$ cat config.mk
export PLATFORM = sky130hd
export DESIGN_NAME = irq_concentrator
export DESIGN_NICKNAME = d
export VERILOG_FILES = /design/src/rtl/irqc_pkg.sv /design/src/rtl/irqc_pick.sv /design/src/rtl/irqc_regs.sv /design/src/rtl/irq_concentrator.sv
export SDC_FILE = /design/constraint.sdc
export NUM_CORES = 1
export LEC_CHECK = 0
export BUFFER_PORTS_ARGS = -buffer_cell sky130_fd_sc_hd__buf_2
export CAP_MARGIN = 20
export CORE_ASPECT_RATIO = 1.1
export CORE_MARGIN = 8
export CORE_UTILIZATION = 30
export DETAILED_ROUTE_END_ITERATION = 10
export PLACE_DENSITY = 0.47
export SYNTH_ARGS = -nofsm -noshare
export SYNTH_HDL_FRONTEND = slang
export SYNTH_SLANG_ARGS = --single-unit
$ cat constraint.sdc
create_clock -name clk_i -period 7.9 [get_ports clk_i]
set_input_delay 2.37 -clock clk_i [delete_from_list [all_inputs] [get_ports clk_i]]
set_output_delay 2.37 -clock clk_i [all_outputs]
set_load 0.01 [all_outputs]
$ cat src/rtl/irqc_pkg.sv
package irqc_pkg;
  parameter int NUM_IN      = 64;
  parameter int NUM_PCI     = 32;
  parameter int PCI_GRP     = 4;
  parameter int NUM_PCI_MAP = NUM_PCI / PCI_GRP;
  parameter int NUM_OB      = NUM_IN - NUM_PCI;
  parameter int VEC_W       = $clog2(NUM_IN);
  parameter int IDX_W       = $clog2(NUM_OB);
  parameter int DATA_W      = 32;
  parameter int ADDR_W      = 16;
  parameter int EN_BIT      = DATA_W - 1;

  parameter logic [ADDR_W-1:0] PCI_MAP_BASE = 16'h0C00;
  parameter logic [ADDR_W-1:0] OB_MAP_BASE  = 16'h1000;
  parameter logic [ADDR_W-1:0] PCI_ACK_BASE = 16'h1400;
  parameter logic [ADDR_W-1:0] OB_ACK_BASE  = 16'h1800;

  // fixed low fields of the map registers
  function automatic logic [EN_BIT-1:0] pci_map_const(input logic [IDX_W-1:0] i);
    return EN_BIT'(32'h7C0 | (32'(i) << 2));
  endfunction

  function automatic logic [EN_BIT-1:0] ob_map_const(input logic [IDX_W-1:0] i);
    return EN_BIT'(32'h7E0 + 32'(i));
  endfunction
endpackage

$ cat src/rtl/irqc_pick.sv
module irqc_pick #(
  parameter int N     = 64,
  parameter int IDX_W = $clog2(N)
) (
  input  logic [N-1:0]     req_i,
  output logic             found_o,
  output logic [IDX_W-1:0] idx_o
);
  always_comb begin
    found_o = |req_i;
    idx_o   = '0;
    for (int i = N - 1; i >= 0; i--) begin
      if (req_i[i]) idx_o = IDX_W'(i);
    end
  end
endmodule

$ cat src/rtl/irqc_regs.sv
module irqc_regs
  import irqc_pkg::*;
(
  input  logic              clk_i,
  input  logic              rst_ni,
  input  logic              wr_i,
  input  logic [ADDR_W-1:0] addr_i,
  input  logic [DATA_W-1:0] wdata_i,
  output logic [DATA_W-1:0] rdata_o,
  output logic [NUM_IN-1:0] en_vec_o,
  output logic [NUM_IN-1:0] en_nxt_vec_o,
  output logic              pci_map_wr_o,
  output logic              ob_map_wr_o,
  output logic              new_en_o,
  output logic              pci_ack_o,
  output logic              ob_ack_o,
  output logic [IDX_W-1:0]  idx_o
);
  localparam int PMAP_W = $clog2(NUM_PCI_MAP);

  logic [NUM_PCI_MAP-1:0] pci_en_q, pci_en_d;
  logic [NUM_OB-1:0]      ob_en_q, ob_en_d;
  logic data_word, pci_map_hit, ob_map_hit, pci_ack_hit, ob_ack_hit;
  logic [PMAP_W-1:0] pci_idx;
  logic [IDX_W-1:0]  ob_idx;
  logic unused_wdata;

  assign unused_wdata = ^{wdata_i[EN_BIT-1:0], addr_i[1:0]};

  assign data_word   = addr_i[2];
  assign pci_map_hit = data_word && (addr_i[ADDR_W-1:6] == PCI_MAP_BASE[ADDR_W-1:6]);
  assign ob_map_hit  = data_word && (addr_i[ADDR_W-1:8] == OB_MAP_BASE[ADDR_W-1:8]);
  assign pci_ack_hit = data_word && (addr_i[ADDR_W-1:8] == PCI_ACK_BASE[ADDR_W-1:8]);
  assign ob_ack_hit  = data_word && (addr_i[ADDR_W-1:8] == OB_ACK_BASE[ADDR_W-1:8]);
  assign pci_idx     = addr_i[3 +: PMAP_W];
  assign ob_idx      = addr_i[3 +: IDX_W];

  assign pci_map_wr_o = wr_i && pci_map_hit;
  assign ob_map_wr_o  = wr_i && ob_map_hit;
  assign pci_ack_o    = wr_i && pci_ack_hit;
  assign ob_ack_o     = wr_i && ob_ack_hit;
  assign new_en_o     = wdata_i[EN_BIT];

  always_comb begin
    idx_o = '0;
    if (pci_map_hit)      idx_o = IDX_W'(pci_idx);
    else if (pci_ack_hit) idx_o = IDX_W'(addr_i[5 +: PMAP_W]);
    else                  idx_o = ob_idx;
  end

  always_comb begin
    pci_en_d = pci_en_q;
    ob_en_d  = ob_en_q;
    if (pci_map_wr_o) pci_en_d[pci_idx] = new_en_o;
    if (ob_map_wr_o)  ob_en_d[ob_idx]   = new_en_o;
  end

  always_ff @(posedge clk_i or negedge rst_ni) begin
    if (!rst_ni) begin
      pci_en_q <= '0;
      ob_en_q  <= '0;
    end else begin
      pci_en_q <= pci_en_d;
      ob_en_q  <= ob_en_d;
    end
  end

  // expand per-register enables to per-line gates
  for (genvar n = 0; n < NUM_IN; n++) begin : g_en
    if (n < NUM_PCI) begin : g_pci
      assign en_vec_o[n]     = pci_en_q[n / PCI_GRP];
      assign en_nxt_vec_o[n] = pci_en_d[n / PCI_GRP];
    end else begin : g_ob
      assign en_vec_o[n]     = ob_en_q[n - NUM_PCI];
      assign en_nxt_vec_o[n] = ob_en_d[n - NUM_PCI];
    end
  end

  always_comb begin
    rdata_o = '0;
    if (pci_map_hit)     rdata_o = {pci_en_q[pci_idx], pci_map_const(IDX_W'(pci_idx))};
    else if (ob_map_hit) rdata_o = {ob_en_q[ob_idx], ob_map_const(ob_idx)};
  end
endmodule

$ cat src/rtl/irq_concentrator.sv
module irq_concentrator
  import irqc_pkg::*;
(
  input  logic              clk_i,
  input  logic              rst_ni,
  input  logic [NUM_IN-1:0] irq_i,
  input  logic              reg_wr_i,
  input  logic [ADDR_W-1:0] reg_addr_i,
  input  logic [DATA_W-1:0] reg_wdata_i,
  output logic [DATA_W-1:0] reg_rdata_o,
  output logic              req_valid_o,
  output logic [VEC_W-1:0]  req_vec_o
);
  localparam int PCI_IDX_W = $clog2(NUM_PCI);
  localparam int GRP_SH    = $clog2(PCI_GRP);
  localparam int PMAP_W    = $clog2(NUM_PCI_MAP);

  logic [NUM_IN-1:0] en_vec, en_nxt, pend_q;
  logic pci_map_wr, ob_map_wr, new_en, pci_ack, ob_ack;
  logic [IDX_W-1:0] idx;
  logic [NUM_PCI-1:0] pci_rise;
  logic rise_found, any_found, drop;
  logic [PCI_IDX_W-1:0] rise_idx;
  logic [VEC_W-1:0] any_idx;
  logic req_v_q, req_v_d;
  logic [VEC_W-1:0] req_q, req_d;
  logic req_is_ob, grp_match, vec_match;

  irqc_regs u_regs (
    .clk_i       (clk_i),
    .rst_ni      (rst_ni),
    .wr_i        (reg_wr_i),
    .addr_i      (reg_addr_i),
    .wdata_i     (reg_wdata_i),
    .rdata_o     (reg_rdata_o),
    .en_vec_o    (en_vec),
    .en_nxt_vec_o(en_nxt),
    .pci_map_wr_o(pci_map_wr),
    .ob_map_wr_o (ob_map_wr),
    .new_en_o    (new_en),
    .pci_ack_o   (pci_ack),
    .ob_ack_o    (ob_ack),
    .idx_o       (idx)
  );

  assign pci_rise = irq_i[NUM_PCI-1:0] & ~pend_q[NUM_PCI-1:0] & en_nxt[NUM_PCI-1:0];

  irqc_pick #(.N(NUM_PCI)) u_pick_rise (
    .req_i  (pci_rise),
    .found_o(rise_found),
    .idx_o  (rise_idx)
  );

  irqc_pick #(.N(NUM_IN)) u_pick_all (
    .req_i  (irq_i & en_nxt),
    .found_o(any_found),
    .idx_o  (any_idx)
  );

  assign req_is_ob = req_q[VEC_W-1];
  assign grp_match = !req_is_ob && (req_q[GRP_SH +: PMAP_W] == idx[PMAP_W-1:0]);
  assign vec_match = req_is_ob && (req_q[IDX_W-1:0] == idx);

  always_comb begin
    drop = 1'b0;
    if (pci_map_wr && !new_en && grp_match) drop = 1'b1;
    if (ob_map_wr  && !new_en && vec_match) drop = 1'b1;
    if (pci_ack && grp_match)               drop = 1'b1;
    if (ob_ack  && vec_match)               drop = 1'b1;

    req_v_d = req_v_q && !drop;
    req_d   = req_q;
    if (rise_found) begin
      req_v_d = 1'b1;
      req_d   = VEC_W'(rise_idx);
    end else if (!req_v_d && any_found) begin
      req_v_d = 1'b1;
      req_d   = any_idx;
    end
  end

  always_ff @(posedge clk_i or negedge rst_ni) begin
    if (!rst_ni) begin
      pend_q  <= '0;
      req_v_q <= 1'b0;
      req_q   <= '0;
    end else begin
      pend_q  <= irq_i;
      req_v_q <= req_v_d;
      req_q   <= req_d;
    end
  end

  assign req_valid_o = req_v_q;
  assign req_vec_o   = req_q;
endmodule

==> metrics.log <==
[metrics] library cell with the largest summed area after synthesis: sky130_fd_sc_hd__dfrtp_1
[metrics] total global routing overflow: 0
[metrics] commonest register cell after synthesis: sky130_fd_sc_hd__dfrtp_1
[metrics] Root Buffer Master: sky130_fd_sc_hd__clkbuf_16
[metrics] FMAX: 140 MHz
[metrics] cell-by-cell trace of the critical path: buf_2 > mux4_2 > mux4_2 > mux2_2 > a22o_1 > buf_2
[metrics] R2R cell count: 6
[metrics] number of buffer and inverter instances along the worst setup path: 2
[metrics] top-area cell type share of the netlist area: a little under a third
[metrics] CTS buffer count: 9
[metrics] global routing usage summed across all routing layers: 16.6%
[metrics] antenna diode instance count: 0
[metrics] maximum resistive drop on vdd: between 0.09 and 0.1 mV
[metrics] number of buffers inserted by post-CTS setup repair: 0
[metrics] initial antenna violation count: 0
[metrics] port buffer count: 100
[metrics] maximum fanout count along the critical path: 29
[metrics] setup repair after global routing missed its margin: no
[metrics] Hold Fails Final Rpt: 0
[metrics] post-synth design cell area: ~0.0065 mm²
[metrics] net count reported at finish: 911
[metrics] setup TNS: 0 ns
[metrics] hold buffer count at cts: 0
[metrics] average instance area after synthesis: around 9.0 µm²
[metrics] Commonest cells post-synth: 79 x sky130_fd_sc_hd__dfrtp_1, 78 x sky130_fd_sc_hd__nand2_1, 49 x sky130_fd_sc_hd__mux2_2, 48 x sky130_fd_sc_hd__nor2_1, 46 x sky130_fd_sc_hd__nor4_1
[metrics] category of the most critical setup path: input port to output pin
[metrics] count of maximum capacitance violations: 0
[metrics] starting density of the core: a little under a third
[metrics] cell types with the largest area share after synthesis: sky130_fd_sc_hd__dfrtp_1 30%, sky130_fd_sc_hd__mux2_2 8.5%, sky130_fd_sc_hd__nand2_1 4.5%
[metrics] flip-flop and latch count after synthesis: 79
[metrics] total number of vias: 5926
[metrics] class of the worst hold path: register to register
[metrics] number of library cell types mapped by synthesis: 82
[metrics] Data arrival, critical path: 4.79 ns
[metrics] synthesis warning total: 0
[metrics] violation count after the first detailed-routing iteration: 318
[metrics] total non-filler cell area in the finished layout: between 0.007 and 0.008 mm²
[metrics] largest net degree at the start of global routing: 55
[metrics] cell with the most instances after synthesis: sky130_fd_sc_hd__dfrtp_1
[metrics] Resize count post-CTS: 0
[metrics] TritonCTS clock tree: yes
[metrics] Crit path max-delay family: multiplexers
[metrics] leakage component of the power: 3.13 nW
[metrics] maximum single-stage delay on the critical path: roughly 0.64 ns
[metrics] post-detailed-route count of antenna-violating nets: 0
[metrics] worst reg-to-reg setup slack: 5.31 ns
[metrics] clock-pin slew of the registers on the worst-case setup and hold paths: 0.06 ns
[metrics] layout cells sized above 1: between 20 and 30%
[metrics] final WL: 21900 µm
[metrics] power density cells: 140 mW/mm²
[metrics] Rows: 56
[metrics] setup skew after layout: between 0.006 and 0.007 ns
[metrics] setup violation total in the final timing report: 0
[metrics] H-Tree Level Count: 3
[metrics] IO Count: around 150
[metrics] CORE AREA: 0.0213 mm²
[metrics] number of enable-type register cells in the synthesized netlist: 0
[metrics] via density per instance: approximately 5.4
[metrics] Total Die Area: 0.0266 mm²
[metrics] sum of net half-perimeters after detailed placement: 16700 µm
[metrics] post-synthesis cell count: 722
[metrics] final worst setup slack: 0.737 ns
[metrics] global-route wire length before repair: 34500 µm
[metrics] number of clock sinks seen by CTS: 79
[metrics] TritonRoute pass-1 iters: 5
[metrics] required arrival time at the worst endpoint: 5.53 ns
[metrics] DP Area: roughly 0.007 mm²
[metrics] result of the run: finished clean
[metrics] height of the die: between 150 and 200 µm
[metrics] Slew headroom: 38.5%
[metrics] max-slew violation total from the final report: 0
[metrics] WP depth: 6
[metrics] DRC Markers: 0
[metrics] Placement Setup Slack: 0.722 ns
[metrics] register area share after synthesis: just over 30%
[metrics] FFs w/ async S/R, synth: 100%
[metrics] clock network latency to the later pin of the worst-skew pair: 0.35 ns
[metrics] area growth from synthesis to layout: 15.0%
[metrics] wire per inst: ~20 µm
[metrics] CTS max path bufs: 2
[metrics] Period Utilization, post-route: 90.7%
[metrics] Hold Crit Depth: 1
[metrics] startpoint type of the worst setup path: input port
[metrics] via count of the first global-routing pass: around 6000
[metrics] kind of end point of the critical path: output pin
[metrics] horizontal die dimension: 156 µm
[metrics] CP max-delay cell: sky130_fd_sc_hd__mux4_2
[metrics] actual transition at the worst max-transition pin: 0.923 ns
[metrics] placer congestion estimate: 0.839
[metrics] Final Critical Period: 7.16 ns
-- cell families after synthesis --
family / synth area share [%]
simple gates: 26.7
compound gates: 16.8
mux: 18.3
buf+inv: 6.59
flops: 30.4
xor+xnor: 1.08
other cells: 0.0577
-- cell usage in the layout, fill, tap and decap left out, types with 4 or more instances in the layout --
| cell | count |
|---|---|
| sky130_fd_sc_hd__xor2_1 | 6 |
| sky130_fd_sc_hd__a2bb2oi_1 | 4 |
| sky130_fd_sc_hd__mux2i_1 | 27 |
| sky130_fd_sc_hd__o21ai_0 | 28 |
| sky130_fd_sc_hd__a22o_1 | 5 |
| sky130_fd_sc_hd__mux4_2 | 12 |
| sky130_fd_sc_hd__buf_4 | 7 |
| sky130_fd_sc_hd__conb_1 | 20 |
| sky130_fd_sc_hd__nor2_1 | 48 |
| sky130_fd_sc_hd__nand3b_1 | 5 |
| sky130_fd_sc_hd__a211oi_1 | 8 |
| sky130_fd_sc_hd__nand3_1 | 6 |
| sky130_fd_sc_hd__and2_1 | 4 |
| sky130_fd_sc_hd__nand2_1 | 78 |
| sky130_fd_sc_hd__nand4_1 | 4 |
| sky130_fd_sc_hd__or4_4 | 5 |
| sky130_fd_sc_hd__dfrtp_1 | 79 |
| sky130_fd_sc_hd__nor4_1 | 46 |
| sky130_fd_sc_hd__or3_1 | 4 |
| sky130_fd_sc_hd__buf_2 | 99 |
| sky130_fd_sc_hd__a21oi_1 | 27 |
| sky130_fd_sc_hd__nor2b_1 | 18 |
| sky130_fd_sc_hd__nand2b_1 | 19 |
| sky130_fd_sc_hd__nand4b_1 | 5 |
| sky130_fd_sc_hd__o211ai_1 | 11 |
| sky130_fd_sc_hd__or4bb_1 | 4 |
| sky130_fd_sc_hd__or2_2 | 7 |
| sky130_fd_sc_hd__inv_1 | 23 |
| sky130_fd_sc_hd__o22ai_1 | 11 |
| sky130_fd_sc_hd__a2111oi_0 | 5 |
| sky130_fd_sc_hd__clkbuf_16 | 9 |
| sky130_fd_sc_hd__or3b_2 | 5 |
| sky130_fd_sc_hd__mux2_2 | 49 |
| sky130_fd_sc_hd__o221ai_1 | 6 |
| sky130_fd_sc_hd__nor3_1 | 18 |
| sky130_fd_sc_hd__or4_1 | 6 |
-- registers in the layout, summed over array words and instances (netlist names) --
signal / cells
req_valid_o: 1
u_regs.ob_en_q: 32
req_vec_o: 6
pend_q: 32
u_regs.pci_en_q: 8
-- power breakdown --
| group | switching, mW | total, mW | internal (mW) |
|---|---|---|---|
| Clock | 0.172 | 0.479 | 0.307 |
| Sequential | 0.00721 | 0.423 | 0.416 |
| Combinational | 0.0920 | 0.140 | 0.0485 |
| Total | 0.272 | 1.04 | 0.771 |
-- layer usage --
metal / GRT usage [%] / wire length, µm / vias to the layer above
li1: - / - / 2848
met1: 20.9 / 9490 / 2877
met2: 28.1 / 10700 / 176
met3: 3.27 / 1320 / 25
met4: 5.19 / 381 / 0
met5: 0 / 0 / -
-- path summary, 6_finish.rpt --
check,from,to
max,reg_addr_i[3],reg_rdata_o[31]
min,u_regs.ob_en_q[12]$_DFF_PN0_,u_regs.ob_en_q[12]$_DFF_PN0_
max reg2reg,u_regs.pci_en_q[2]$_DFF_PN0_,req_vec_o[0]$_DFFE_PN0P_
min reg2reg,u_regs.ob_en_q[12]$_DFF_PN0_,u_regs.ob_en_q[12]$_DFF_PN0_
max in group asynchronous,rst_ni,u_regs.pci_en_q[4]$_DFF_PN0_
min in group asynchronous,rst_ni,u_regs.ob_en_q[16]$_DFF_PN0_
-- through the flow --
step	total power [mW]	utilization, %	hold slack, ns	cells
finish	1.04	35.1	0.530	1090
detailed placement	0.571	33.5	0.525	1075
CTS	1.06	35.1	0.536	1090
floorplan	0.513	-	0.498	741
global placement	0.572	33.5	0.514	1075
global route	1.09	35.1	0.560	1090
-- final cells by class --
class	count	area, µm²
fill	2242	13800
multi-input combinational	576	4160
sequential	79	1980
timing repair buffer	106	548
tap	290	363
clock buffer	11	233
clock inverter	4	95.1
inverter	24	90.1
Note: power is estimated with default switching activity, not from simulation.
